$ cat config.mk
export PLATFORM = sky130hd
export DESIGN_NAME = audclk_bank
export DESIGN_NICKNAME = d
export VERILOG_FILES = /design/src/rtl/audclk_pkg.sv /design/src/rtl/audclk_phase.sv /design/src/rtl/audclk_lane.sv /design/src/rtl/audclk_fsync.sv /design/src/rtl/audclk_bank.sv
export SDC_FILE = /design/constraint.sdc
export NUM_CORES = 1
export LEC_CHECK = 0
export BUFFER_PORTS_ARGS = -buffer_cell sky130_fd_sc_hd__buf_2
export CAP_MARGIN = 5
export CORE_MARGIN = 2
export CORE_UTILIZATION = 60
export CTS_BUF_LIST = sky130_fd_sc_hd__clkbuf_4
export CTS_CLUSTER_SIZE = 25
export DETAILED_ROUTE_END_ITERATION = 12
export MAX_ROUTING_LAYER = met4
export PLACE_DENSITY = 0.91
export SLEW_MARGIN = 20
export SYNTH_ARGS = -nofsm -noshare
export SYNTH_HDL_FRONTEND = slang
export SYNTH_HIERARCHICAL = 1
export SYNTH_SLANG_ARGS = --single-unit
$ cat constraint.sdc
create_clock -name clk_mclk -period 6.3 [get_ports clk_mclk]
set_clock_uncertainty 0.15 [all_clocks]
set_input_delay 0.63 -clock clk_mclk [delete_from_list [all_inputs] [get_ports clk_mclk]]
set_output_delay 0.63 -clock clk_mclk [all_outputs]
set_load 0.02 [all_outputs]
$ cat src/rtl/audclk_pkg.sv
// Shared types and decode for the audio clock divider bank.
// Assumes a master clock of exactly 1536 fs, split into a base phase of 24
// cycles (LCM of every integer ratio) and 64 base periods per fs period.
package audclk_pkg;

    localparam int BASE_DIV = 24;
    localparam int FS_SPAN  = 64;
    localparam int C24_W    = $clog2(BASE_DIV);
    localparam int C64_W    = $clog2(FS_SPAN);

    typedef enum logic [2:0] {
        RT_512 = 3'd0,
        RT_384 = 3'd1,
        RT_256 = 3'd2,
        RT_192 = 3'd3,
        RT_128 = 3'd4,
        RT_64  = 3'd5,
        RT_1   = 3'd6,
        RT_Z   = 3'd7
    } ratio_e;

    // Reset-time ratio of a lane when its override bit is clear.
    function automatic ratio_e default_ratio(input int unsigned lane);
        case (lane)
            0:       return RT_256;
            1:       return RT_64;
            default: return RT_1;
        endcase
    endfunction

    // Output level of one ratio for a given shared phase.
    function automatic logic lane_level(input ratio_e r,
                                        input logic [C24_W-1:0] c24,
                                        input logic [C64_W-1:0] c64,
                                        input logic zfirst);
        case (r)
            RT_512:  return (c24 % 5'd3) == 5'd0;
            RT_384:  return ~c24[1];
            RT_256:  return (c24 % 5'd6) < 5'd3;
            RT_192:  return ~c24[2];
            RT_128:  return (c24 % 5'd12) < 5'd6;
            RT_64:   return c24 < 5'd12;
            RT_1:    return ~c64[C64_W-1];
            default: return zfirst;
        endcase
    endfunction

endpackage

$ cat src/rtl/audclk_phase.sv
// Shared divider phase: a base counter modulo 24, an fs counter modulo 64
// and a block counter modulo Z_BLOCK. A restart forces all three to zero.
// Exports next-state values so that lane outputs can be registered in step.
module audclk_phase
    import audclk_pkg::*;
#(
    parameter int Z_BLOCK = 192
) (
    input  logic             clk,
    input  logic             rst_n,
    input  logic             restart,
    output logic [C24_W-1:0] c24_nxt,
    output logic [C64_W-1:0] c64_nxt,
    output logic             zfirst_nxt
);
    localparam int BLK_W = (Z_BLOCK > 1) ? $clog2(Z_BLOCK) : 1;
    localparam logic [BLK_W-1:0] BLK_LAST = BLK_W'(Z_BLOCK - 1);
    localparam logic [C24_W-1:0] C24_LAST = C24_W'(BASE_DIV - 1);
    localparam logic [C64_W-1:0] C64_LAST = C64_W'(FS_SPAN - 1);

    logic [C24_W-1:0] c24_q;
    logic [C64_W-1:0] c64_q;
    logic [BLK_W-1:0] blk_q, blk_nxt;
    logic             base_wrap, fs_wrap;

    // Next-phase computation with restart taking priority.
    always_comb begin
        base_wrap = (c24_q == C24_LAST);
        fs_wrap   = base_wrap && (c64_q == C64_LAST);
        if (restart) begin
            c24_nxt = '0;
            c64_nxt = '0;
            blk_nxt = '0;
        end else begin
            c24_nxt = base_wrap ? '0 : c24_q + 1'b1;
            c64_nxt = base_wrap ? c64_q + 1'b1 : c64_q;
            if (fs_wrap)
                blk_nxt = (blk_q == BLK_LAST) ? '0 : blk_q + 1'b1;
            else
                blk_nxt = blk_q;
        end
        zfirst_nxt = (blk_nxt == '0);
    end

    // Phase registers.
    always_ff @(posedge clk) begin
        if (!rst_n) begin
            c24_q <= '0;
            c64_q <= '0;
            blk_q <= '0;
        end else begin
            c24_q <= c24_nxt;
            c64_q <= c64_nxt;
            blk_q <= blk_nxt;
        end
    end

endmodule

$ cat src/rtl/audclk_lane.sv
// One audio clock output lane: picks its ratio (override or lane default),
// decodes the shared next phase and registers the level, gated by enable.
module audclk_lane
    import audclk_pkg::*;
#(
    parameter int unsigned LANE = 0
) (
    input  logic             clk,
    input  logic             rst_n,
    input  logic             en,
    input  logic             ovr,
    input  logic [2:0]       sel,
    input  logic [C24_W-1:0] c24_nxt,
    input  logic [C64_W-1:0] c64_nxt,
    input  logic             zfirst_nxt,
    output logic             clk_o
);
    ratio_e eff;
    logic   lvl;

    // Effective ratio and its level for the coming cycle.
    always_comb begin
        eff = ovr ? ratio_e'(sel) : default_ratio(LANE);
        lvl = lane_level(eff, c24_nxt, c64_nxt, zfirst_nxt);
    end

    // Registered, glitch-free output.
    always_ff @(posedge clk) begin
        if (!rst_n) clk_o <= 1'b0;
        else        clk_o <= en && lvl;
    end

endmodule

$ cat src/rtl/audclk_fsync.sv
// Frame sequencer: divide-by-n frame counter, its realignment sources
// (10-field reference edge, register clear), the restart strobe for the
// dividers and the polarity-adjusted audio frame-sync pulse.
// Assumes frame_start coincides with the line_start of a frame's first line.
module audclk_fsync #(
    parameter int SEQ_W = 4
) (
    input  logic             clk,
    input  logic             rst_n,
    input  logic             frame_start,
    input  logic             line_start,
    input  logic [SEQ_W-1:0] seq_len,
    input  logic             fid_ref,
    input  logic             fid_rst_dis,
    input  logic             seq_clr,
    input  logic             afs_pol,
    output logic             restart,
    output logic             afs_act,
    output logic             afs_o
);
    logic [SEQ_W-1:0] fcnt_q;
    logic [SEQ_W:0]   fc_inc;
    logic             fid_d;
    logic             clr_req, seq_last, act_nxt;

    // Sync-frame decision, counter clear request and pulse next state.
    always_comb begin
        clr_req  = seq_clr || (!fid_rst_dis && fid_ref && !fid_d);
        restart  = frame_start && (fcnt_q == '0);
        fc_inc   = {1'b0, fcnt_q} + {{SEQ_W{1'b0}}, 1'b1};
        seq_last = fc_inc >= {1'b0, seq_len};
        if (restart)         act_nxt = 1'b1;
        else if (line_start) act_nxt = 1'b0;
        else                 act_nxt = afs_act;
    end

    // Frame counter, reference edge history and pulse registers.
    always_ff @(posedge clk) begin
        if (!rst_n) begin
            fcnt_q  <= '0;
            fid_d   <= 1'b0;
            afs_act <= 1'b0;
            afs_o   <= !afs_pol;
        end else begin
            if (clr_req)          fcnt_q <= '0;
            else if (frame_start) fcnt_q <= seq_last ? '0 : fc_inc[SEQ_W-1:0];
            fid_d   <= fid_ref;
            afs_act <= act_nxt;
            afs_o   <= act_nxt ~^ afs_pol;
        end
    end

endmodule

$ cat src/rtl/audclk_bank.sv
// Audio sample clock divider bank top: one shared phase, NLANE output
// lanes, the frame sequencer and the output-enable register.
// Assumes all inputs are synchronous to the 1536 fs master clock.
module audclk_bank
    import audclk_pkg::*;
#(
    parameter int NLANE   = 3,
    parameter int Z_BLOCK = 192,
    parameter int SEQ_W   = 4
) (
    input  logic               clk_mclk,
    input  logic               rst_n,
    input  logic [2:0]         rate_sel,
    input  logic [NLANE-1:0]   ratio_ovr,
    input  logic [3*NLANE-1:0] ratio_sel,
    input  logic               frame_start,
    input  logic               line_start,
    input  logic [SEQ_W-1:0]   seq_len,
    input  logic               fid_ref,
    input  logic               fid_rst_dis,
    input  logic               seq_clr,
    input  logic               afs_pol,
    output logic [NLANE-1:0]   aud_clk,
    output logic               aud_oe,
    output logic               afs
);
    logic             restart, afs_act, bank_en;
    logic [C24_W-1:0] c24_nxt;
    logic [C64_W-1:0] c64_nxt;
    logic             zfirst_nxt;

    assign bank_en = (rate_sel != 3'b000);

    audclk_fsync #(.SEQ_W(SEQ_W)) u_fsync (
        .clk         (clk_mclk),
        .rst_n       (rst_n),
        .frame_start (frame_start),
        .line_start  (line_start),
        .seq_len     (seq_len),
        .fid_ref     (fid_ref),
        .fid_rst_dis (fid_rst_dis),
        .seq_clr     (seq_clr),
        .afs_pol     (afs_pol),
        .restart     (restart),
        .afs_act     (afs_act),
        .afs_o       (afs)
    );

    audclk_phase #(.Z_BLOCK(Z_BLOCK)) u_phase (
        .clk        (clk_mclk),
        .rst_n      (rst_n),
        .restart    (restart),
        .c24_nxt    (c24_nxt),
        .c64_nxt    (c64_nxt),
        .zfirst_nxt (zfirst_nxt)
    );

    for (genvar gi = 0; gi < NLANE; gi++) begin : g_lane
        audclk_lane #(.LANE(gi)) u_lane (
            .clk        (clk_mclk),
            .rst_n      (rst_n),
            .en         (bank_en),
            .ovr        (ratio_ovr[gi]),
            .sel        (ratio_sel[3*gi +: 3]),
            .c24_nxt    (c24_nxt),
            .c64_nxt    (c64_nxt),
            .zfirst_nxt (zfirst_nxt),
            .clk_o      (aud_clk[gi])
        );
    end

    // Output enable follows the rate select with one register stage.
    always_ff @(posedge clk_mclk) begin
        if (!rst_n) aud_oe <= 1'b0;
        else        aud_oe <= bank_en;
    end

endmodule

# [Word-level counts from Yosys, hierarchy flattened]
# Index checks and enable logic that the tools add are counted.
[word_totals] regBits=30 latch_bits=0 mem_bits_rw=0 romBits=0 inputBits=27 output_inout_bits=5 elab_cells=86 memories=0
[classes] n_addsub=4 n_mul=0 div=3 order_cmp=4 eq_ne=21 shifts=0 mux=17 bitwise_logic=5 reduce_logical=20
[op_table] op="equality test 3 bit (second input constant)" n=9
[op_table] op="two-way mux 8 bit" n=3
[op_table] op="one-hot mux 1 bit (7 select lines)" n=3
[op_table] op="equality test 3 x 2 -> 1 bit (second input constant)" n=6
[op_table] op="two-way mux 6 bit" n=2
[op_table] op="two-way mux 5 bit" n=2
[op_table] op="equality test 3 x 1 -> 1 bit (second input constant)" n=3
[op_table] op="zero test 3 bit" n=3
[op_table] op="two-way mux 3 bit" n=3
[op_table] op="adder 8 x 1 -> 8 bit (second input constant)" n=1
[op_table] op="equality test 8 bit (second input constant)" n=1
[op_table] op="zero test 8 bit" n=1
[op_table] op="logical AND 1 bit" n=7
[op_table] op="adder 6 x 1 -> 6 bit (second input constant)" n=1
[op_table] op="equality test 6 bit (second input constant)" n=1
[op_table] op="adder 4 x 1 -> 5 bit (second input constant)" n=1
[op_table] op="adder 5 x 1 -> 5 bit (second input constant)" n=1
[op_table] op="equality test 5 bit (second input constant)" n=1
[op_table] op="greater-or-equal comparator 5 x 4 -> 1 bit" n=1
[op_table] op="zero test 5 bit" n=1
[op_table] op="less-than comparator 5 x 2 -> 1 bit (second input constant)" n=1
[op_table] op="less-than comparator 5 x 3 -> 1 bit (second input constant)" n=1
[op_table] op="less-than comparator 5 x 4 -> 1 bit (second input constant)" n=1
[op_table] op="modulo 5 x 2 -> 5 bit (second input constant)" n=1
[op_table] op="other kinds (11)" n=19

# [Logic depth before layout (Yosys ltp)]
# Gate-level depths: netlist of run 1.
[logic_depth] ltp_word=7 depth_mapped=22 depth_no_buf=18

# [Modules after synthesis]
# The synthesis of run 1 kept the hierarchy.
[modules_own_cells] module="audclk_phase" n_inst=1 cells_per_inst=119 area_per_inst_um2=1008.5 seq_area_each_um2=380.4
[modules_own_cells] module="audclk_lane (g_lane[1].u_lane)" n_inst=1 cells_per_inst=126 area_per_inst_um2=860.8 seq_area_each_um2=20.0
[modules_own_cells] module="audclk_lane (g_lane[2].u_lane)" n_inst=1 cells_per_inst=129 area_per_inst_um2=857.1 seq_area_each_um2=20.0
[modules_own_cells] module="audclk_lane (g_lane[0].u_lane)" n_inst=1 cells_per_inst=125 area_per_inst_um2=837.1 seq_area_each_um2=20.0
[modules_own_cells] module="audclk_fsync" n_inst=1 cells_per_inst=50 area_per_inst_um2=475.5 seq_area_each_um2=140.1
[modules_own_cells] module="audclk_bank" n_inst=1 cells_per_inst=3 area_per_inst_um2=36.3 seq_area_each_um2=20.0

# [Worst setup path after synthesis of run 1]
# No wires, ideal clock.
[synth_path] kind="input port to flip-flop" from="in frame_start" to="reg g_lane[2].u_lane.clk_o" setup_ns=0.130 t_arrival_ns=4.451 required_time_ns=6.020 slack_ns=1.569 stages=18 n_path_buf=5 cell_sequence="and4bb_2 buf_1 nor3_1 buf_6 buf_4 clkbuf_1 ha_1 nand2b_1 nand2_1 ha_1 clkbuf_1 o21ai_0 ha_1 nor2_1 o31a_1 and3_1 o2111ai_1 o211ai_2"
[synth_via] elab_chain_cells=6 elab_cells_between_ends=17 classes_between="3 x div; 3 x order compare; 4 x mux; 3 x bitwise; 4 x reduce/logical"
[synth_rtl] item="start: declaration" line="audclk_bank.sv:16" text="input logic frame_start,"
[synth_rtl] item="logical AND 1 bit (*)" line="audclk_fsync.sv:29" text="restart = frame_start && (fcnt_q == '0);"
[synth_rtl] item="two-way mux 5 bit (*)" line="audclk_phase.sv:30" text="if (restart) begin"
[synth_rtl] item="net c24_nxt[3]" line="audclk_bank.sv:28" text="logic [C24_W-1:0] c24_nxt;"
[synth_rtl] item="modulo 5 x 4 -> 5 bit (tied with other cells)" line="audclk_pkg.sv:41" text="RT_128: return (c24 % 5'd12) < 5'd6;"
[synth_rtl] item="less-than comparator 5 x 3 -> 1 bit (tied with other cells)" line="audclk_pkg.sv:41"
[synth_rtl] item="one-hot mux 1 bit (7 select lines) (*)" line="audclk_pkg.sv:36" text="case (r)"
[synth_rtl] item="logical AND 1 bit (*)" line="audclk_lane.sv:30" text="else clk_o <= en && lvl;"
[synth_rtl] item="end signal: assignment" line="audclk_lane.sv:30"
[synth_rtl] item="end: declaration" line="audclk_lane.sv:16" text="output logic clk_o"
# Mark *: on every way through the listed nets, which the timed path passes. The rest lies on a longest branch.
# A chain may end at the register's enable or synchronous reset.

# [Worst setup path in the final report of run 1]
[layout_path] from="reg u_fsync.fcnt_q[0]" to="reg g_lane[1].u_lane.clk_o"
[layout_via] elab_chain_cells=7 elab_cells_between_ends=18 classes_between="3 x div; 3 x order compare; 4 x mux; 3 x bitwise; 5 x reduce/logical"
[layout_rtl] item="start: declaration" line="audclk_fsync.sv:21" text="logic [SEQ_W-1:0] fcnt_q;"
[layout_rtl] item="start signal: assignment" line="audclk_fsync.sv:46" text="else if (frame_start) fcnt_q <= seq_last ? '0 : fc_inc[SEQ_W-1:0];"
[layout_rtl] item="zero test 4 bit (*)" line="audclk_fsync.sv:29"
[layout_rtl] item="logical AND 1 bit (*)" line="audclk_fsync.sv:29"
[layout_rtl] item="net restart" line="audclk_bank.sv:27" text="logic restart, afs_act, bank_en;"
[layout_rtl] item="two-way mux 5 bit (*)" line="audclk_phase.sv:30"
[layout_rtl] item="net c24_nxt[3]" line="audclk_bank.sv:28"
[layout_rtl] item="modulo 5 x 4 -> 5 bit (tied with other cells)" line="audclk_pkg.sv:41"
[layout_rtl] item="less-than comparator 5 x 3 -> 1 bit (tied with other cells)" line="audclk_pkg.sv:41"
[layout_rtl] item="one-hot mux 1 bit (7 select lines) (*)" line="audclk_pkg.sv:36"
[layout_rtl] item="logical AND 1 bit (*)" line="audclk_lane.sv:30"
[layout_rtl] item="end signal: assignment" line="audclk_lane.sv:30"
[layout_rtl] item="end: declaration" line="audclk_lane.sv:16"
# Marks and branches as above.

==> reports/results.tsv, run 1 <==
stage	metric	value	unit
outcome	status	finished, final reports clean	
yosys	Yosys Warn Count	6	
clocking	Num CTS Buffers	5	
layout	Area Growth Syn to Fin	3.41	%
yosys	Post-synth EDFFs	0	
setup_path	R2R Setup Slk	1.85	ns
yosys	Synthesized Nets	603	
routing	drt first pass iters	6	
placed_design	hpwl dp	6570	um
min_path	Hold Crit Class	primary input to flop	
setup_path	critical path cell sequence	inv_1 > ha_1 > and4bb_2 > nor3_2 > buf_4 > ha_1 > inv_2 > a211o_1 > a32oi_1 > inv_1 > ha_1 > nor2b_1 > nand2_1 > a31oi_1 > a221oi_2 > o311ai_2	
setup_path	Worst setup EP type	flop	
routing	vias per cell	6.45	
timing	fin crit share	70.7	%
timing	Hold Worst Slack	0.329	ns
power	Cell Pwr Density	114	mW/mm^2
clocking	post-CTS setup buffers	0	
timing	Slew Viols, Final	0	
setup_path	Max FO, Critical Path	44	
floorplanning	die footprint	0.00747	sq mm
setup_path	Crit Path Category	flop to flop	
floorplanning	FP Rows	30	
setup_path	Critical Path RT	6.40	ns
clocking	clk root buf	clkbuf_4	
setup_path	critical-path cell with the highest stage delay	ha_1	
setup_path	Largest stage delay, worst path	0.57	ns
setup_path	R2R depth	16	
layout	Storage cell area	601	sq um
floorplanning	CORE AREA	0.00668	sq mm
layout	multi-input logic area	0.00312	sq mm
yosys	fraction of registers with async set/reset	0	%
yosys	Mean Syn Cell Area	7.38	sq um
global_route	vias in the first global route	3694	
global_route	largest net degree at the start of global routing	63	
clocking	post_cts resized	0	
routing	Avg WL per Cell	14.7	um
clocking	maximum clock path buffer count	2	
yosys	register bit total from synthesis	30	
timing	Period minus WS final	4.45	ns
layout	ant diodes	0	
setup_path	reg2reg start	u_fsync/fcnt_q[0]$_SDFFE_PP0P_	
power	Total Power	0.000479	W
yosys	part of the Yosys area used for sequential elements	14.7	%
clocking	H-tree depth	2	
setup_path	crit path DAT	4.56	ns
timing	Worst-Margin Slew	0.724	ns
setup_path	reg2reg end	g_lane[1].u_lane/clk_o$_SDFF_PN0_	
placed_design	Post-DP Area	0.00414	sq mm
yosys	Top FF cell, synth	dfxtp_1	
clocking	CTS tree	built	
min_path	Hold Path Cell Cnt	2	
floorplanning	Boundary Pins	32	
yosys	Mapped Cells	552	
layout	Finished Cell Area	0.00421	sq mm
routing	DR DRC count	0	
layout	Nets	606	
min_path	worst hold endpoint	u_fsync/afs_o$_DFF_P_	
timing	Final TNS setup	0	ns
routing	post-route ant nets	0	
layout	number of fill cells in the layout	552	
setup_path	Startpoint Class	flop	
global_route	global-route wire length before repair	15600	um
floorplanning	Die Height	86.4	um
min_path	Hold Path Origin	afs_pol	
global_route	initial antenna violation count	0	
yosys	Distinct cells, synth	94	
floorplanning	Die W	86.4	um
floorplanning	Initial Utilization	61.0	%
setup_path	crit-path most repeated cell	ha_1	
clocking	clk sink count	30	
placed_design	gp weighted congestion	0.885	
setup_path	Crit. Startpoint	u_fsync/fcnt_q[0]$_SDFFE_PP0P_	
routing	final WL	9320	um
yosys	synthesized area	0.00408	sq mm
routing	via count	4095	
layout	layout cell share with drive strength beyond 1	14.2	%
placed_design	port bufs	31	
clocking	Clock Latency Late Sink	0.33	ns
routing	Starting DRT DRC Count	313	
clocking	CTS clk-pin slew, worst paths	0.10	ns
clocking	cts hold-fix bufs	0	
flow_run	max-cap violations	0	
global_route	All-Layer GR Usage	25.3	%
timing	Fin. Hold Viols	0	
power	peak supply drop	0.0567	mV
timing	achievable frequency	225	MHz
global_route	grt total ovfl	0	
power	Static Leak	1.63	nW
timing	final setup fails	0	
timing	max_slew headroom	51.3	%
timing	unrepaired setup endpoints after global routing	false	
[how the worst max path moves through the flow]
stage,slack [ns],to,cells after the start
6_report,1.85,g_lane[1].u_lane/clk_o$_SDFF_PN0_,16
5_1_grt,1.46,g_lane[1].u_lane/clk_o$_SDFF_PN0_,16
4_1_cts,1.92,g_lane[0].u_lane/clk_o$_SDFF_PN0_,17
3_5_place_dp,1.92,g_lane[0].u_lane/clk_o$_SDFF_PN0_,16
3_3_place_gp,2.07,g_lane[0].u_lane/clk_o$_SDFF_PN0_,16
2_1_floorplan,1.57,g_lane[2].u_lane/clk_o$_SDFF_PN0_,18
[synth_stat cells, types with 4 or more instances]
| cell | n | share of area [%] |
|---|---|---|
| o22ai_1 | 7 | 1.1 |
| o211ai_1 | 6 | 1.1 |
| a31oi_1 | 12 | 1.8 |
| buf_2 | 14 | 1.7 |
| buf_4 | 9 | 1.7 |
| nor2_1 | 36 | 3.3 |
| o21ai_1 | 4 | 0.49 |
| nand2_1 | 45 | 4.1 |
| nor2b_1 | 13 | 2.0 |
| xnor2_1 | 11 | 2.4 |
| o21ai_0 | 22 | 2.7 |
| ha_1 | 24 | 7.4 |
| o221ai_1 | 8 | 1.7 |
| or3_1 | 4 | 0.61 |
| a221oi_1 | 4 | 0.86 |
| inv_1 | 31 | 2.9 |
| nand3b_1 | 11 | 2.0 |
| or2b_1 | 4 | 0.74 |
| a21oi_1 | 34 | 4.2 |
| nor3b_1 | 9 | 1.7 |
| xor2_1 | 9 | 1.9 |
| nor3_1 | 20 | 2.5 |
| buf_6 | 7 | 1.9 |
| o31ai_1 | 6 | 1.1 |
| o2111ai_1 | 4 | 0.86 |
| clkbuf_1 | 10 | 0.92 |
| nand3_1 | 22 | 2.7 |
| a211oi_1 | 6 | 1.1 |
| and2_1 | 15 | 2.3 |
| nand2b_1 | 17 | 2.6 |
| dfxtp_1 | 30 | 15 |
| o21a_1 | 7 | 1.3 |
[flip-flops by register name (all words and copies together) (netlist names)]
register and count:
u_phase/blk_q 8, u_phase/c24_q 5, u_phase/c64_q 6, aud_oe 1
g_lane.u_lane/clk_o 3, u_fsync/afs_o 1, u_fsync/fcnt_q 4, u_fsync/afs_act 1
u_fsync/fid_d 1
[power by group]
part | internal [W] | switching, W | total (W) | leakage, nW
sequential | 0.000195 | 0.00000248 | 0.000198 | 0.244
clock | 0.0000801 | 0.0000701 | 0.000150 | 0.0387
combinational | 0.0000509 | 0.0000802 | 0.000131 | 1.35
total | 0.000326 | 0.000153 | 0.000479 | 1.63
[metal layers]
layer,track usage (%),vias to the layer above,share of wire [%],wire length [um]
li1,-,2057,-,-
met5,-,-,0,0
met3,2.86,21,5.2,487
met2,44.8,133,50,4610
met1,29.1,1884,43,4010
met4,9.80,0,2.2,205
[area by class of cell]
type	count	area share [%]
Multi-Input combinational cell	449	74.1
Inverter	32	2.85
Clock inverter	2	0.802
Clock buffer	5	0.891
Tap cell	80	2.38
Sequential cell	30	14.3
Timing Repair Buffer	37	4.75
[cells in the final DEF (no fill, tap or decap), types with 17 or more instances in the layout]
| cell | netlist | routed |
|---|---|---|
| nor2_1 | 36 | 34 |
| inv_1 | 31 | 31 |
| dfxtp_1 | 30 | 30 |
| ha_1 | 24 | 24 |
| buf_2 | 14 | 31 |
| nand2_1 | 45 | 45 |
| o21ai_0 | 22 | 22 |
| nor3_1 | 20 | 18 |
| nand3_1 | 22 | 22 |
| a21oi_1 | 34 | 34 |
| nand2b_1 | 17 | 17 |
[logic make-up after synthesis]
| group | count (synthesis) | synth area share [%] |
|---|---|---|
| adders and majority gates | 24 | 7.37 |
| AOI/OAI and AO/OA | 168 | 30.4 |
| muxes | 4 | 1.01 |
| buffers and inverters | 73 | 9.27 |
| and+or+nand+nor | 233 | 32.9 |
| xor gates and xnor gates | 20 | 4.30 |
| DFF | 30 | 14.7 |
[stage by stage]
| step | worst slack (ns) | std cells | utilization [%] |
|---|---|---|---|
| finish | 1.85 | 635 | 63.1 |
| global route | 1.46 | 635 | 63.1 |
| CTS | 1.92 | 635 | 63.1 |
| detailed placement | 1.92 | 628 | 62.0 |
| global placement | 2.07 | 628 | 62.0 |
| floorplan | 1.57 | 552 | - |
[worst max-delay path, delay by kind of cell (launching register included)]
kind                     cells  cell delay (ns)
AO/OA/AOI/OAI                5             1.10
adder cells (fa/ha/maj)      3             1.07
buffers and inverters        4             0.68
flip-flops                   1             0.46
AND/OR/NAND/NOR              4             0.90
No activity file was read; power rests on OpenSTA's default activity.
==> run 2, diff against run 1 <==
- ABC_AREA: unset -> 1
- CORE_UTILIZATION: 60 -> 57
- clock period: 6.3 -> 4 ns (I/O delays scaled with it)
==> run 2 against run 1 <==
Net effect: worst setup slack got worse by 1.6 ns; sequential cell count did not move; core utilization rose by 0.66 points; first-iteration DRC count fell by 32%; wire length fell by 10%; synthesized cell count rose by 9.1%; die area fell by 6.1%; critical path type unchanged; largest power group unchanged.
==> reports/results.tsv, run 2 <==
stage	metric	value	unit	change
routing	via count	3899		was 4095
setup_path	Startpoint Class	flop		unchanged
global_route	All-Layer GR Usage	25.0	%	was 25.3%
layout	layout cell share with drive strength beyond 1	21.7	%	was 14.2%
placed_design	hpwl dp	6590	um	was 6570 um
timing	max_slew headroom	66.1	%	was 51.3%
clocking	H-tree depth	2		unchanged
setup_path	Crit. Startpoint	u_phase/c24_q[0]$_SDFF_PN0_		was u_fsync/fcnt_q[0]$_SDFFE_PP0P_
floorplanning	die footprint	0.00702	sq mm	was 0.00747 sq mm
yosys	Mean Syn Cell Area	6.02	sq um	was 7.38 sq um
layout	Post-Layout Cell Count	718		was 635
power	Cell Pwr Density	168	mW/mm^2	was 114 mW/mm^2
setup_path	Critical Path RT	4.14	ns	was 6.40 ns
routing	final WL	8340	um	was 9320 um
timing	Final TNS setup	0	ns	unchanged
yosys	Yosys Warn Count	6		unchanged
setup_path	Crit Path Category	flop to flop		unchanged
power	Psw	0.000225	W	was 0.000153 W
global_route	initial antenna violation count	0		unchanged
floorplanning	Die Height	83.8	um	was 86.4 um
layout	most frequent cells in the layout	nand2_1 (129), inv_1 (98), nand3_1 (62)		was nand2_1 (45), nor2_1 (34), a21oi_1 (34)
layout	commonest non-fill, non-tap cell in the layout	nand2_1		unchanged
timing	Worst-Margin Slew	0.505	ns	was 0.724 ns
timing	Fin. Hold Viols	0		unchanged
layout	Nets	691		was 606
layout	number of fill cells in the layout	544		was 552
routing	drt first pass iters	5		was 6
global_route	vias in the first global route	3689		was 3694
clocking	Num CTS Buffers	5		unchanged
floorplanning	CORE AREA	0.00624	sq mm	was 0.00668 sq mm
clocking	CTS tree	built		unchanged
floorplanning	Boundary Pins	32		unchanged
power	Seq pwr share	46.6	%	was 41.3%
power	combinational share of power	25.4	%	was 27.4%
layout	top flop regs	u_phase/blk_q x8, u_phase/c64_q x6, u_phase/c24_q x5		unchanged
power	switching share of power	33.7	%	was 31.9%
power	Static Leak	2.05	nW	was 1.63 nW
outcome	status	finished, final reports clean		unchanged
routing	post-route ant nets	0		unchanged
routing	vias per cell	5.43		was 6.45
setup_path	critical path cell sequence	ha_1 > nand2_2 > nor2_8 > nor2_1 > nand2_1 > clkinvlp_4 > buf_4 > ha_1 > inv_1 > a21oi_1 > inv_1 > ha_1 > nand2_1 > nand2_1 > nand2_2 > inv_1 > ha_1 > a21oi_1 > o2111ai_1 > nor2_1 > nor2_1 > a21oi_2		was inv_1 > ha_1 > and4bb_2 > nor3_2 > buf_4 > ha_1 > inv_2 > a211o_1 > a32oi_1 > inv_1 > ha_1 > nor2b_1 > nand2_1 > a31oi_1 > a221oi_2 > o311ai_2
layout	Area Growth Syn to Fin	9.70	%	was 3.41%
routing	DR DRC count	0		unchanged
timing	Slew Viols, Final	0		unchanged
clocking	clk sink count	30		unchanged
setup_path	crit-path most repeated cell	ha_1		unchanged
setup_path	reg2reg end	g_lane[0].u_lane/clk_o$_SDFF_PN0_		was g_lane[1].u_lane/clk_o$_SDFF_PN0_
placed_design	port bufs	31		unchanged
setup_path	critical-path cell with the highest stage delay	dfxtp_1		was ha_1
setup_path	Max FO, Critical Path	12		was 44
setup_path	reg2reg start	u_phase/c24_q[0]$_SDFF_PN0_		was u_fsync/fcnt_q[0]$_SDFFE_PP0P_
clocking	clk root buf	clkbuf_4		unchanged
setup_path	Largest stage delay, worst path	0.40	ns	was 0.57 ns
placed_design	placed insts	709		was 628
floorplanning	FP Rows	29		was 30
power	peak supply drop	0.196	mV	was 0.0567 mV
setup_path	R2R Setup Slk	0.25	ns	was 1.85 ns
setup_path	Worst setup EP type	flop		unchanged
yosys	Mapped Cells	602		was 552
routing	Avg WL per Cell	11.6	um	was 14.7 um
layout	ant diodes	0		unchanged
floorplanning	Initial Utilization	58.1	%	was 61.0%
min_path	Hold Crit Class	primary input to flop		unchanged
timing	final setup fails	0		unchanged
floorplanning	Die W	83.8	um	was 86.4 um
setup_path	R2R depth	22		was 16
clocking	cts hold-fix bufs	0		unchanged
placed_design	gp weighted congestion	0.908		was 0.885
timing	Hold Worst Slack	0.0932	ns	was 0.329 ns
global_route	global-route wire length before repair	14800	um	was 15600 um
global_route	grt total ovfl	0		unchanged
clocking	Clock Latency Late Sink	0.34	ns	was 0.33 ns
timing	unrepaired setup endpoints after global routing	false		unchanged
timing	Period minus WS final	3.75	ns	was 4.45 ns
routing	Starting DRT DRC Count	213		was 313
clocking	CTS clk-pin slew, worst paths	0.11	ns	was 0.10 ns
timing	fin crit share	93.8	%	was 70.7%
layout	largest reg by FF count	u_phase/blk_q		unchanged
timing	achievable frequency	267	MHz	was 225 MHz
yosys	Synthesized Nets	653		was 603
global_route	largest net degree at the start of global routing	24		was 63
layout	Largest register FFs	8		unchanged
power	internal power	0.000442	W	was 0.000326 W
yosys	synthesized area	0.00363	sq mm	was 0.00408 sq mm
clocking	maximum clock path buffer count	2		unchanged
setup_path	crit path DAT	3.89	ns	was 4.56 ns
setup_path	CP Capture Point	g_lane[0].u_lane/clk_o$_SDFF_PN0_		was g_lane[1].u_lane/clk_o$_SDFF_PN0_
power	clock share of power	28.0	%	was 31.4%
flow_run	max-cap violations	0		unchanged
run 2: routing by layer:
| layer | routed length [um] | vias up | track usage, % |
|---|---|---|---|
| li1 | - | 2010 | - |
| met1 | 3790 | 1773 | 28.5 |
| met2 | 4100 | 107 | 45.0 |
| met3 | 368 | 9 | 3.76 |
| met4 | 85 | 0 | 8.06 |
| met5 | 0 | - | - |
run 2: repair_timing:
action | CTS | global route
setup endpoints to repair | 0 | 2
gates resized for setup | 0 | 3
hold endpoints to repair | 0 | 0
setup buffers | 0 | 1
run 2: metrics by stage:
stage	power [W]	setup slack [ns]	instance area, sq um	utilization, %
after floorplan	0.000431	0.173	3630	-
after global placement	0.000478	0.536	3910	62.6
after detailed placement	0.000485	0.322	3910	62.6
after CTS	0.000668	0.259	3960	63.5
after global routing	0.000703	0.0282	3980	63.7
final	0.000666	0.249	3980	63.7
run 2: worst min-delay path by stage:
stage / start / endpoint / slack [ns] / cells after the start
after global routing: afs_pol / u_fsync/afs_o$_DFF_P_ / 0.09 / 2
after floorplan: u_phase/c24_q[0]$_SDFF_PN0_ / u_phase/c24_q[0]$_SDFF_PN0_ / 0.30 / 1
after global placement: u_phase/c24_q[0]$_SDFF_PN0_ / u_phase/c24_q[0]$_SDFF_PN0_ / 0.32 / 1
after CTS: afs_pol / u_fsync/afs_o$_DFF_P_ / 0.09 / 2
final: afs_pol / u_fsync/afs_o$_DFF_P_ / 0.09 / 2
after detailed placement: u_phase/c24_q[0]$_SDFF_PN0_ / u_phase/c24_q[0]$_SDFF_PN0_ / 0.33 / 1
run 2: power by group through the flow:
| stage | clock network (W) | registers, W | logic (W) |
|---|---|---|---|
| after global placement | 0 | 0.000317 | 0.000161 |
| after detailed placement | 0 | 0.000318 | 0.000167 |
| after CTS | 0.000189 | 0.000311 | 0.000168 |
| final | 0.000186 | 0.000311 | 0.000169 |
| after floorplan | 0 | 0.000323 | 0.000108 |
| after global routing | 0.000200 | 0.000312 | 0.000191 |
run 2: cell type report:
cell class | instances | area (sq um) | area share [%]
well taps | 77 | 96.3 | 2.42
inverters | 117 | 444 | 11.2
clock buffers | 6 | 45.0 | 1.13
multi-input cells | 447 | 2550 | 64.2
repair buffers | 39 | 228 | 5.73
flip-flops and latches | 30 | 602 | 15.1
clock inverters | 2 | 8.76 | 0.220
run 2: critical path: cells and delay by family (launching register included):
kind / cells / cell delay (ns)
AOI/OAI and AO/OA: 4 / 0.61
adders and majority gates: 4 / 0.97
buffers and inverters: 5 / 0.56
and+or+nand+nor: 9 / 1.00
DFF: 1 / 0.40
